File: src/rtl/pxf_pkg.sv
package pxf_pkg;
  // Component width and output word width
  localparam int CW = 8;
  localparam int WW = 32;
  // Width of the carried diffusion error (bits dropped for a 5-bit field)
  localparam int EW = CW - 5;

  typedef enum logic [2:0] {
    FMT_YUV422  = 3'd0,
    FMT_RGB565  = 3'd1,
    FMT_RGB555  = 3'd2,
    FMT_RGB888U = 3'd3,
    FMT_RGB888P = 3'd4
  } ofmt_e;

  // One pixel with full chroma
  typedef struct packed {
    logic [CW-1:0] y;
    logic [CW-1:0] cb;
    logic [CW-1:0] cr;
  } yuv_t;

  // Three channels: [2]=R or Y, [1]=G or Cb, [0]=B or Cr
  typedef logic [2:0][CW-1:0] trip_t;
endpackage

File: src/rtl/pxf_pair.sv
module pxf_pair
  import pxf_pkg::*;
(
  input  logic          clk,
  input  logic          rst_n,
  input  logic          in_valid,
  input  logic          in_sol,
  input  logic [CW-1:0] in_y,
  input  logic [CW-1:0] in_c,
  output logic          px_valid,
  output logic          px_sol,
  output yuv_t          px
);
  // control state
  logic odd_q, odd_d;
  logic pend_q, pend_d;
  logic pv_q, pv_d;
  logic ps_q, ps_d;
  // data state
  logic [CW-1:0] ev_y_q, ev_cb_q;
  logic          ev_sol_q;
  logic [CW-1:0] hy_q, hcb_q, hcr_q;
  yuv_t          px_q, px_d;
  logic          take_odd, take_even, load;

  always_comb begin
    take_odd  = in_valid && !in_sol && odd_q;
    take_even = in_valid && !take_odd;
    odd_d     = odd_q;
    if (in_valid) odd_d = in_sol ? 1'b1 : !odd_q;
    pend_d    = take_odd;
    load      = take_odd || pend_q;
    pv_d      = load;
    ps_d      = take_odd && ev_sol_q;
    if (take_odd) begin
      px_d.y  = ev_y_q;
      px_d.cb = ev_cb_q;
      px_d.cr = in_c;
    end else begin
      px_d.y  = hy_q;
      px_d.cb = hcb_q;
      px_d.cr = hcr_q;
    end
  end

  always_ff @(posedge clk or negedge rst_n) begin
    if (!rst_n) begin
      odd_q  <= 1'b0;
      pend_q <= 1'b0;
      pv_q   <= 1'b0;
      ps_q   <= 1'b0;
    end else begin
      odd_q  <= odd_d;
      pend_q <= pend_d;
      pv_q   <= pv_d;
      ps_q   <= ps_d;
    end
  end

  always_ff @(posedge clk) begin
    if (take_even) begin
      ev_y_q   <= in_y;
      ev_cb_q  <= in_c;
      ev_sol_q <= in_sol;
    end
    if (take_odd) begin
      hy_q  <= in_y;
      hcb_q <= ev_cb_q;
      hcr_q <= in_c;
    end
    if (load) px_q <= px_d;
  end

  assign px_valid = pv_q;
  assign px_sol   = ps_q;
  assign px       = px_q;

  // The odd pixel of a pair must enter conversion on the cycle after its partner
  AST_ODD_FOLLOWS: assert property (@(posedge clk) disable iff (!rst_n)
    pend_q |=> (px_valid && !px_sol));
endmodule

File: src/rtl/pxf_csc.sv
module pxf_csc
  import pxf_pkg::*;
#(
  parameter int Y_OFS = 16,
  parameter int C_OFS = 128,
  parameter int K_Y   = 298,
  parameter int K_RV  = 409,
  parameter int K_GV  = 208,
  parameter int K_GU  = 100,
  parameter int K_BU  = 516,
  parameter int FRAC  = 8
) (
  input  logic       clk,
  input  logic       rst_n,
  input  logic [2:0] fmt,
  input  logic       px_valid,
  input  logic       px_sol,
  input  yuv_t       px,
  output logic       cv_valid,
  output logic       cv_sol,
  output trip_t      cv
);
  localparam int AW  = 2*CW + 6;
  localparam int RND = 1 << (FRAC - 1);

  logic signed [AW-1:0] yd, ud, vd, ys;
  logic signed [AW-1:0] r_acc, g_acc, b_acc;
  logic                 is_rgb;
  trip_t                cv_d, cv_q;
  logic                 cvv_q, cvs_q;

  function automatic logic [CW-1:0] clip(input logic signed [AW-1:0] a);
    logic signed [AW-1:0] s;
    s = a >>> FRAC;
    if (s[AW-1])            return '0;
    else if (|s[AW-2:CW])   return '1;
    else                    return s[CW-1:0];
  endfunction

  always_comb begin
    is_rgb = (fmt == FMT_RGB565) || (fmt == FMT_RGB555) ||
             (fmt == FMT_RGB888U) || (fmt == FMT_RGB888P);
    yd    = $signed({{(AW-CW){1'b0}}, px.y})  - AW'(Y_OFS);
    ud    = $signed({{(AW-CW){1'b0}}, px.cb}) - AW'(C_OFS);
    vd    = $signed({{(AW-CW){1'b0}}, px.cr}) - AW'(C_OFS);
    ys    = yd * AW'(K_Y) + AW'(RND);
    r_acc = ys + vd * AW'(K_RV);
    g_acc = ys - vd * AW'(K_GV) - ud * AW'(K_GU);
    b_acc = ys + ud * AW'(K_BU);
    if (is_rgb) begin
      cv_d[2] = clip(r_acc);
      cv_d[1] = clip(g_acc);
      cv_d[0] = clip(b_acc);
    end else begin
      cv_d[2] = px.y;
      cv_d[1] = px.cb;
      cv_d[0] = px.cr;
    end
  end

  always_ff @(posedge clk or negedge rst_n) begin
    if (!rst_n) begin
      cvv_q <= 1'b0;
      cvs_q <= 1'b0;
    end else begin
      cvv_q <= px_valid;
      cvs_q <= px_valid && px_sol;
    end
  end

  always_ff @(posedge clk) begin
    if (px_valid) cv_q <= cv_d;
  end

  assign cv_valid = cvv_q;
  assign cv_sol   = cvs_q;
  assign cv       = cv_q;

  // Neutral chroma must produce a grey pixel
  AST_GREY_NEUTRAL: assert property (@(posedge clk) disable iff (!rst_n)
    (px_valid && is_rgb && px.cb == CW'(C_OFS) && px.cr == CW'(C_OFS))
      |=> (cv[2] == cv[1] && cv[1] == cv[0]));
endmodule

File: src/rtl/pxf_pack.sv
module pxf_pack
  import pxf_pkg::*;
(
  input  logic          clk,
  input  logic          rst_n,
  input  logic [2:0]    fmt,
  input  logic          diffuse,
  input  logic          cv_valid,
  input  logic          cv_sol,
  input  trip_t         cv,
  output logic          out_valid,
  output logic [WW-1:0] out_data
);
  localparam int HW = WW / 2;
  localparam int PW = 3 * CW;

  logic          is565, is16, dith_on;
  logic [EW-1:0] err_q [3];
  logic [EW-1:0] err_d [3];
  logic [CW-1:0] qch   [3];
  logic [PW-1:0] q24;
  logic [HW-1:0] half;
  logic [1:0]    ph_q, ph_d, ph_use;
  logic [PW-1:0] hold_q, hold_d;
  logic          ov_q, emit;
  logic [WW-1:0] od_q, word_d;

  assign is565   = (fmt == FMT_RGB565);
  assign is16    = is565 || (fmt == FMT_RGB555);
  assign dith_on = diffuse && is16;

  // Per-channel error diffusion and truncation remainder
  for (genvar i = 0; i < 3; i++) begin : g_ch
    logic [EW-1:0] add, mask;
    logic [CW:0]   sum;
    logic [CW-1:0] sat;
    assign mask     = (is565 && i == 1) ? {1'b0, {(EW-1){1'b1}}} : {EW{1'b1}};
    assign add      = (dith_on && !cv_sol) ? err_q[i] : '0;
    assign sum      = {1'b0, cv[i]} + {{(CW+1-EW){1'b0}}, add};
    assign sat      = sum[CW] ? '1 : sum[CW-1:0];
    assign qch[i]   = sat;
    assign err_d[i] = dith_on ? (sat[EW-1:0] & mask) : '0;
  end

  assign q24    = {qch[2], qch[1], qch[0]};
  assign ph_use = cv_sol ? 2'd0 : ph_q;

  always_comb begin
    case (fmt)
      FMT_RGB565: half = {qch[2][CW-1:3], qch[1][CW-1:2], qch[0][CW-1:3]};
      FMT_RGB555: half = {1'b0, qch[2][CW-1:3], qch[1][CW-1:3], qch[0][CW-1:3]};
      default:    half = ph_use[0] ? {cv[0], cv[2]} : {cv[1], cv[2]};
    endcase
  end

  always_comb begin
    ph_d   = ph_q;
    hold_d = hold_q;
    emit   = 1'b0;
    word_d = '0;
    if (cv_valid) begin
      case (fmt)
        FMT_RGB888U: begin
          emit   = 1'b1;
          word_d = {{(WW-PW){1'b0}}, q24};
          ph_d   = 2'd0;
        end
        FMT_RGB888P: begin
          case (ph_use)
            2'd0: begin
              hold_d = q24;
              ph_d   = 2'd1;
            end
            2'd1: begin
              emit   = 1'b1;
              word_d = {q24[CW-1:0], hold_q};
              hold_d = {{CW{1'b0}}, q24[PW-1:CW]};
              ph_d   = 2'd2;
            end
            2'd2: begin
              emit   = 1'b1;
              word_d = {q24[2*CW-1:0], hold_q[2*CW-1:0]};
              hold_d = {{(2*CW){1'b0}}, q24[PW-1:2*CW]};
              ph_d   = 2'd3;
            end
            default: begin
              emit   = 1'b1;
              word_d = {q24, hold_q[CW-1:0]};
              ph_d   = 2'd0;
            end
          endcase
        end
        default: begin
          if (!ph_use[0]) begin
            hold_d[HW-1:0] = half;
            ph_d           = 2'd1;
          end else begin
            emit   = 1'b1;
            word_d = {half, hold_q[HW-1:0]};
            ph_d   = 2'd0;
          end
        end
      endcase
    end
  end

  always_ff @(posedge clk or negedge rst_n) begin
    if (!rst_n) begin
      ov_q <= 1'b0;
      ph_q <= 2'd0;
      for (int i = 0; i < 3; i++) err_q[i] <= '0;
    end else begin
      ov_q <= emit;
      if (cv_valid) begin
        ph_q <= ph_d;
        for (int i = 0; i < 3; i++) err_q[i] <= err_d[i];
      end
    end
  end

  always_ff @(posedge clk) begin
    if (cv_valid) hold_q <= hold_d;
    if (emit)     od_q   <= word_d;
  end

  assign out_valid = ov_q;
  assign out_data  = od_q;

  AST_UNPACKED_TOP_ZERO: assert property (@(posedge clk) disable iff (!rst_n)
    (out_valid && fmt == FMT_RGB888U) |-> (out_data[WW-1:PW] == '0));
  AST_SOL_PHASE: assert property (@(posedge clk) disable iff (!rst_n)
    (cv_valid && cv_sol) |=> (ph_q == 2'd1 || fmt == FMT_RGB888U));
  AST_WORD_FROM_PIXEL: assert property (@(posedge clk) disable iff (!rst_n)
    out_valid |-> $past(cv_valid));
endmodule

File: src/rtl/yuv_rgb_packer.sv
module yuv_rgb_packer
  import pxf_pkg::*;
(
  input  logic          clk,
  input  logic          rst_n,
  input  logic [2:0]    cfg_fmt,
  input  logic          cfg_diffuse,
  input  logic          pix_valid,
  input  logic          pix_sol,
  input  logic [CW-1:0] pix_y,
  input  logic [CW-1:0] pix_c,
  output logic          word_valid,
  output logic [WW-1:0] word_data
);
  logic [1:0] rs_q;
  logic       rst_core_n;
  logic       px_valid, px_sol, cv_valid, cv_sol;
  yuv_t       px;
  trip_t      cv;

  // asynchronous assertion, synchronous release
  always_ff @(posedge clk or negedge rst_n) begin
    if (!rst_n) rs_q <= 2'b00;
    else        rs_q <= {rs_q[0], 1'b1};
  end
  assign rst_core_n = rs_q[1];

  pxf_pair u_pair (
    .clk      (clk),
    .rst_n    (rst_core_n),
    .in_valid (pix_valid),
    .in_sol   (pix_sol),
    .in_y     (pix_y),
    .in_c     (pix_c),
    .px_valid (px_valid),
    .px_sol   (px_sol),
    .px       (px)
  );

  pxf_csc u_csc (
    .clk      (clk),
    .rst_n    (rst_core_n),
    .fmt      (cfg_fmt),
    .px_valid (px_valid),
    .px_sol   (px_sol),
    .px       (px),
    .cv_valid (cv_valid),
    .cv_sol   (cv_sol),
    .cv       (cv)
  );

  pxf_pack u_pack (
    .clk       (clk),
    .rst_n     (rst_core_n),
    .fmt       (cfg_fmt),
    .diffuse   (cfg_diffuse),
    .cv_valid  (cv_valid),
    .cv_sol    (cv_sol),
    .cv        (cv),
    .out_valid (word_valid),
    .out_data  (word_data)
  );
endmodule

File: config.mk
export PLATFORM = sky130hd
export DESIGN_NAME = yuv_rgb_packer
export DESIGN_NICKNAME = d
export VERILOG_FILES = /design/src/rtl/pxf_pkg.sv /design/src/rtl/pxf_pair.sv /design/src/rtl/pxf_csc.sv /design/src/rtl/pxf_pack.sv /design/src/rtl/yuv_rgb_packer.sv
export SDC_FILE = /design/constraint.sdc
export NUM_CORES = 1
export LEC_CHECK = 0
export BUFFER_PORTS_ARGS = -buffer_cell sky130_fd_sc_hd__buf_4
export CAP_MARGIN = 10
export CORE_AREA = 2 2 165 167
export DETAILED_ROUTE_END_ITERATION = 10
export DIE_AREA = 0 0 167 169
export PLACE_DENSITY = 0.79
export SLEW_MARGIN = 20
export SYNTH_ARGS = -nofsm -noshare
export SYNTH_HDL_FRONTEND = slang
export SYNTH_SLANG_ARGS = --single-unit
File: constraint.sdc
create_clock -name clk -period 2.2 [get_ports clk]
set_clock_uncertainty 0.1 [all_clocks]
set_input_delay 0.22 -clock clk [delete_from_list [all_inputs] [get_ports clk]]
set_output_delay 0.22 -clock clk [all_outputs]
set_load 0.005 [all_outputs]
Word-level counts from Yosys, hierarchy flattened
Cells that the tools add are included.

Flip-flop bits (word level): 165.

Multiplexer cells: 35. $add $sub $neg: 11. Equality and inequality tests: 8. Multiply operators: 5. Bitwise logic cells: 2. Reductions and logical operators: 22.

Operator list (count): $pmux W32 S3 (1); $mux W8 (9); $pmux W24 S3 (1); $pmux W16 S2 (2); $pmux W32 S2 (1); $mux W24 (2); $add A22 B22 Y22 (2); $sub A22 B22 Y22 (2); $mux W16 (2); $mux W32 (1); $add A8 B3 Y9 (3); $add A22 B9 Y22 const B (1); $mul A22 B10 Y22 const B (1); $mul A22 B5 Y18 const B (1); $mul A22 B6 Y20 const B (1); $mul A22 B9 Y20 const B (1); $mul A22 B9 Y21 const B (1); $mux W3 (7); $reduce_or A6 Y1 (3); $sub A8 B8 Y9 const B (2); $sub A8 B5 Y9 const B (1); $logic_and A1 B1 Y1 (7); $eq A3 B2 Y1 const B (2); $pmux W2 S3 (1); other kinds (18) (28).

Logic depth before layout (Yosys ltp)
Word-level depth: 10. Mapped depth: 33. Mapped depth without buffers: 31.

Modules after synthesis
From an unflattened synthesis, not the netlist that was laid out.

Cells, all modules: 1598. Area, all modules: 16129.2 um2.

By module, submodules not included: pxf_csc (instances 1, area an instance 8569.5 um2, cells an instance 969); pxf_pack (instances 1, area an instance 5037.3 um2, cells an instance 522); pxf_pair (instances 1, area an instance 2468.6 um2, cells an instance 104); yuv_rgb_packer (instances 1, area an instance 53.8 um2, cells an instance 3).

Worst setup path after synthesis
Ideal clock, no wire load.

Path type: reg-to-reg. Start point: reg u_pair.px_q (netlist bit u_pair.px[20]). End point: reg u_csc.cv_q (netlist bit u_csc.cv[13]), data pin. Arrival: 7.231 ns. Cell stages (with the launch flop): 29. Clock period less this slack: 7.589 ns. Library setup time: 0.258 ns. Path slack: -5.389 ns. Path buffers: 1. Cell sequence: edfxtp_1 -> inv_1 -> ha_1 -> nor3b_1 -> clkbuf_8 -> ha_1 -> ha_1 -> inv_1 -> fa_1 -> fa_1 -> inv_1 -> ha_1 -> a21o_1 -> a221oi_2 -> xnor2_1 -> nand3_1 -> xnor2_1 -> xor2_1 -> fa_1 -> inv_1 -> ha_1 -> inv_1 -> a2111oi_0 -> nand4_1 -> a311oi_1 -> xor2_1 -> nor4_1 -> nand2_1 -> o221a_2.

RTL lines: start: declaration (RTL line pxf_pair.sv:23) `yuv_t px_q, px_d;`; start signal: assignment (RTL line pxf_pair.sv:71) `if (load) px_q <= px_d;`; end signal: assignment (RTL line pxf_csc.sv:72) `if (px_valid) cv_q <= cv_d;`; end: declaration (RTL line pxf_csc.sv:29) `trip_t cv_d, cv_q;`.

==> results_dict.tcl <==
set metrics [dict create \
    status "complete, but fails checks" \
    violations "setup timing" \
    start_kind "flip-flop" \
    cts_tree "built" \
    grt_pass1_wl_um 91100 \
    synth_flop_cell "edfxtp_1" \
    crit_fanout 8 \
    clock-sinks 165 \
    drtIter0Drc 2613 \
    place_ws_ns -5.31 \
    arrival_ns 7.69 \
    grt_pass1_vias 16600 \
    seq_area_frac_synth 0.310 \
    area_growth_pct 52.5 \
    synth.avg_cell_area_um2 9.64 \
    port_buffers 56 \
    hpwlAfterDp_um 40500 \
    required_ns 2.38 \
    cpMaxStageDelayCell "fa_1" \
    critPathCaptureType "flip-flop" \
    synthCells 1622 \
    mostFrequentLayoutCell "buf_4" \
    ys_warn_count 0 \
    nets 2495 \
    maxSlewHeadroom 0.318 \
    final_cell_mix "471 x buf_4, 186 x ha_1, 177 x inv_1" \
    clk_pin_slew_worst_paths_ns 0.10 \
    start_util 0.590 \
    top_level_ports 57 \
    hp-class "reg -> reg" \
    rsz0062_at_grt "true" \
    gr-total-overflow 0 \
    ys_seq_elements 165 \
    min_path_cells 0 \
    synth_area_leader_cell "edfxtp_1" \
    critical_path_class "reg -> reg" \
    post-route-worst-setup-slack_ns -5.31 \
    synthDistinctLibCells 87 \
    placedCellCount 2405 \
    worst-r2r-cell-count 28 \
    post_dp_cell_area_um2 20400 \
    dieHeight_um 169 \
    wirelength_um 71500 \
    post-route-util 0.901 \
    wl_per_cell_um 28.2 \
    r2r_start "u_pair.px[21]" \
    crit_top_cell "ha_4" \
    drc 0 \
    root_buffer "clkbuf_16" \
    fin_crit_sh 3.41 \
    route.vias.total 17200 \
    post-route-min-period_ns 7.51 \
    globalRouteTotalUtil 0.418 \
    h-tree-depth 4 \
    grt_start_max_net_pins 52 \
    async_flop_share 0.121 \
    cap_violations 0 \
    clkLatencyLatePin_ns 0.46 \
    max-clock-path-buffers 2 \
    reg2reg_to "u_csc.cv[21]" \
    drtPass1Iterations 8 \
    synth_area_leaders "edfxtp_1 28%, ha_1 18%, fa_1 8.7%" \
    fp.coreArea_um2 26500 \
    synth_fp_nets 1937 \
    worstHoldStart "rs_q[0]" \
    postLayoutCellArea_um2 23900 \
    synth_edf_count 145 \
    fmax_mhz 133 \
    tightest_slew_ns 1.02 \
    finalMaxSlewViolations 0 \
    routabilityCongestion 1.00 \
    reg2reg_slack_ns -5.31 \
    die_w_um 167 \
    numCtsBuffers 17 \
    ant_nets 0 \
    stdcell_count 2536 \
    antenna_found_initial 4 \
    hold_path_end "rs_q[1]" \
    viasPerCell 6.79 \
    hold_viol_final 0 \
    dieArea_um2 28200 \
    synth_top_area_share 0.278 \
    drive_above_1_share 0.451 \
    rows 60 \
    slowest_delay_ns 0.59 \
    setup_viol 103 \
    netlist_area_um2 15600 \
]
## Yosys cell counts, types with 18 or more instances
master / count
nand2_1: 163
o21a_1: 30
nor2b_1: 36
clkbuf_1: 41
nand3_1: 27
a211oi_1: 20
a21o_1: 18
nor3_1: 33
fa_1: 68
o22ai_1: 23
a22oi_1: 19
dfrtp_1: 20
a221oi_1: 20
nor2_1: 103
edfxtp_1: 145
o21ai_0: 52
ha_1: 223
xor2_1: 35
a21oi_1: 72
xnor2_1: 59
inv_1: 204
## state kept, by name, summed over array words and instances, names as in the netlist, 2 cells and up
register	flops
u_pack.hold_q	24
u_pair.ev_cb_q	8
u_pack.out_data	32
u_pair.hcr_q	8
u_csc.cv	24
u_pack.err_q	9
rs_q	2
u_pair.ev_y_q	8
u_pair.hcb_q	8
u_pair.px	24
u_pair.hy_q	8
u_pack.ph_q	2
## worst max-delay path: cells and delay by family (launching register included)
kind / cells / cell delay (ns)
buf+inv: 6 / 0.57
xor+xnor: 2 / 0.50
simple gates: 4 / 0.84
flops: 1 / 0.44
fa+ha+maj: 10 / 3.63
compound gates: 6 / 1.24
## per-stage QoR
step | setup TNS [ns] | hold slack, ns
3_5_place_dp | -202.85 | -0.0941
6_report | -190.32 | 0.290
2_1_floorplan | -146.85 | -0.176
4_1_cts | -161.49 | 0.227
5_1_grt | -194.67 | 0.290
3_3_place_gp | -191.83 | -0.0974
## metal layers
metal / share of wire / GRT usage
met5: 0.00027 / 0
met4: 0.10 / 0.232
met3: 0.13 / 0.0800
met2: 0.45 / 0.724
met1: 0.32 / 0.491
## layout make-up
type | instances | area [µm²]
timing repair buffer | 589 | 4990
fill | 985 | 2640
sequential | 165 | 4860
multi-input combinational | 1200 | 12200
tap | 341 | 427
inverter | 207 | 795
clock inverter | 15 | 211
antenna | 2 | 5.00
clock buffer | 17 | 425
## what timing repair did
item | 4_1_cts | 5_1_grt
pin swaps | 140 | 103
resized for setup | 227 | 169
setup endpoints to repair | 105 | 103
hold endpoints to repair | 43 | 0
hold buffers | 20 | 0
setup buffers | 56 | 47
## worst max path at each step
stage             startpoint           end  slack, ns  cells after the start
5_1_grt        u_pair.px[21]  u_csc.cv[20]      -5.43                     30
3_3_place_gp   u_pair.px[21]  u_csc.cv[21]      -5.18                     27
2_1_floorplan  u_pair.px[20]  u_csc.cv[15]      -4.64                     28
3_5_place_dp   u_pair.px[21]  u_csc.cv[19]      -5.31                     27
4_1_cts        u_pair.px[21]  u_csc.cv[20]      -4.79                     29
6_report       u_pair.px[21]  u_csc.cv[21]      -5.31                     28
## cells by family after synthesis
logic type / synth area share
mux: 0.0110
flops: 0.310
xor+xnor: 0.0537
fa+ha+maj: 0.265
other cells: 0.000240
simple gates: 0.129
buf+inv: 0.0641
compound gates: 0.167
Power is left out: the tool's default activity adds up to more than one toggle a clock period on the data nets, which glitch-free logic cannot reach.
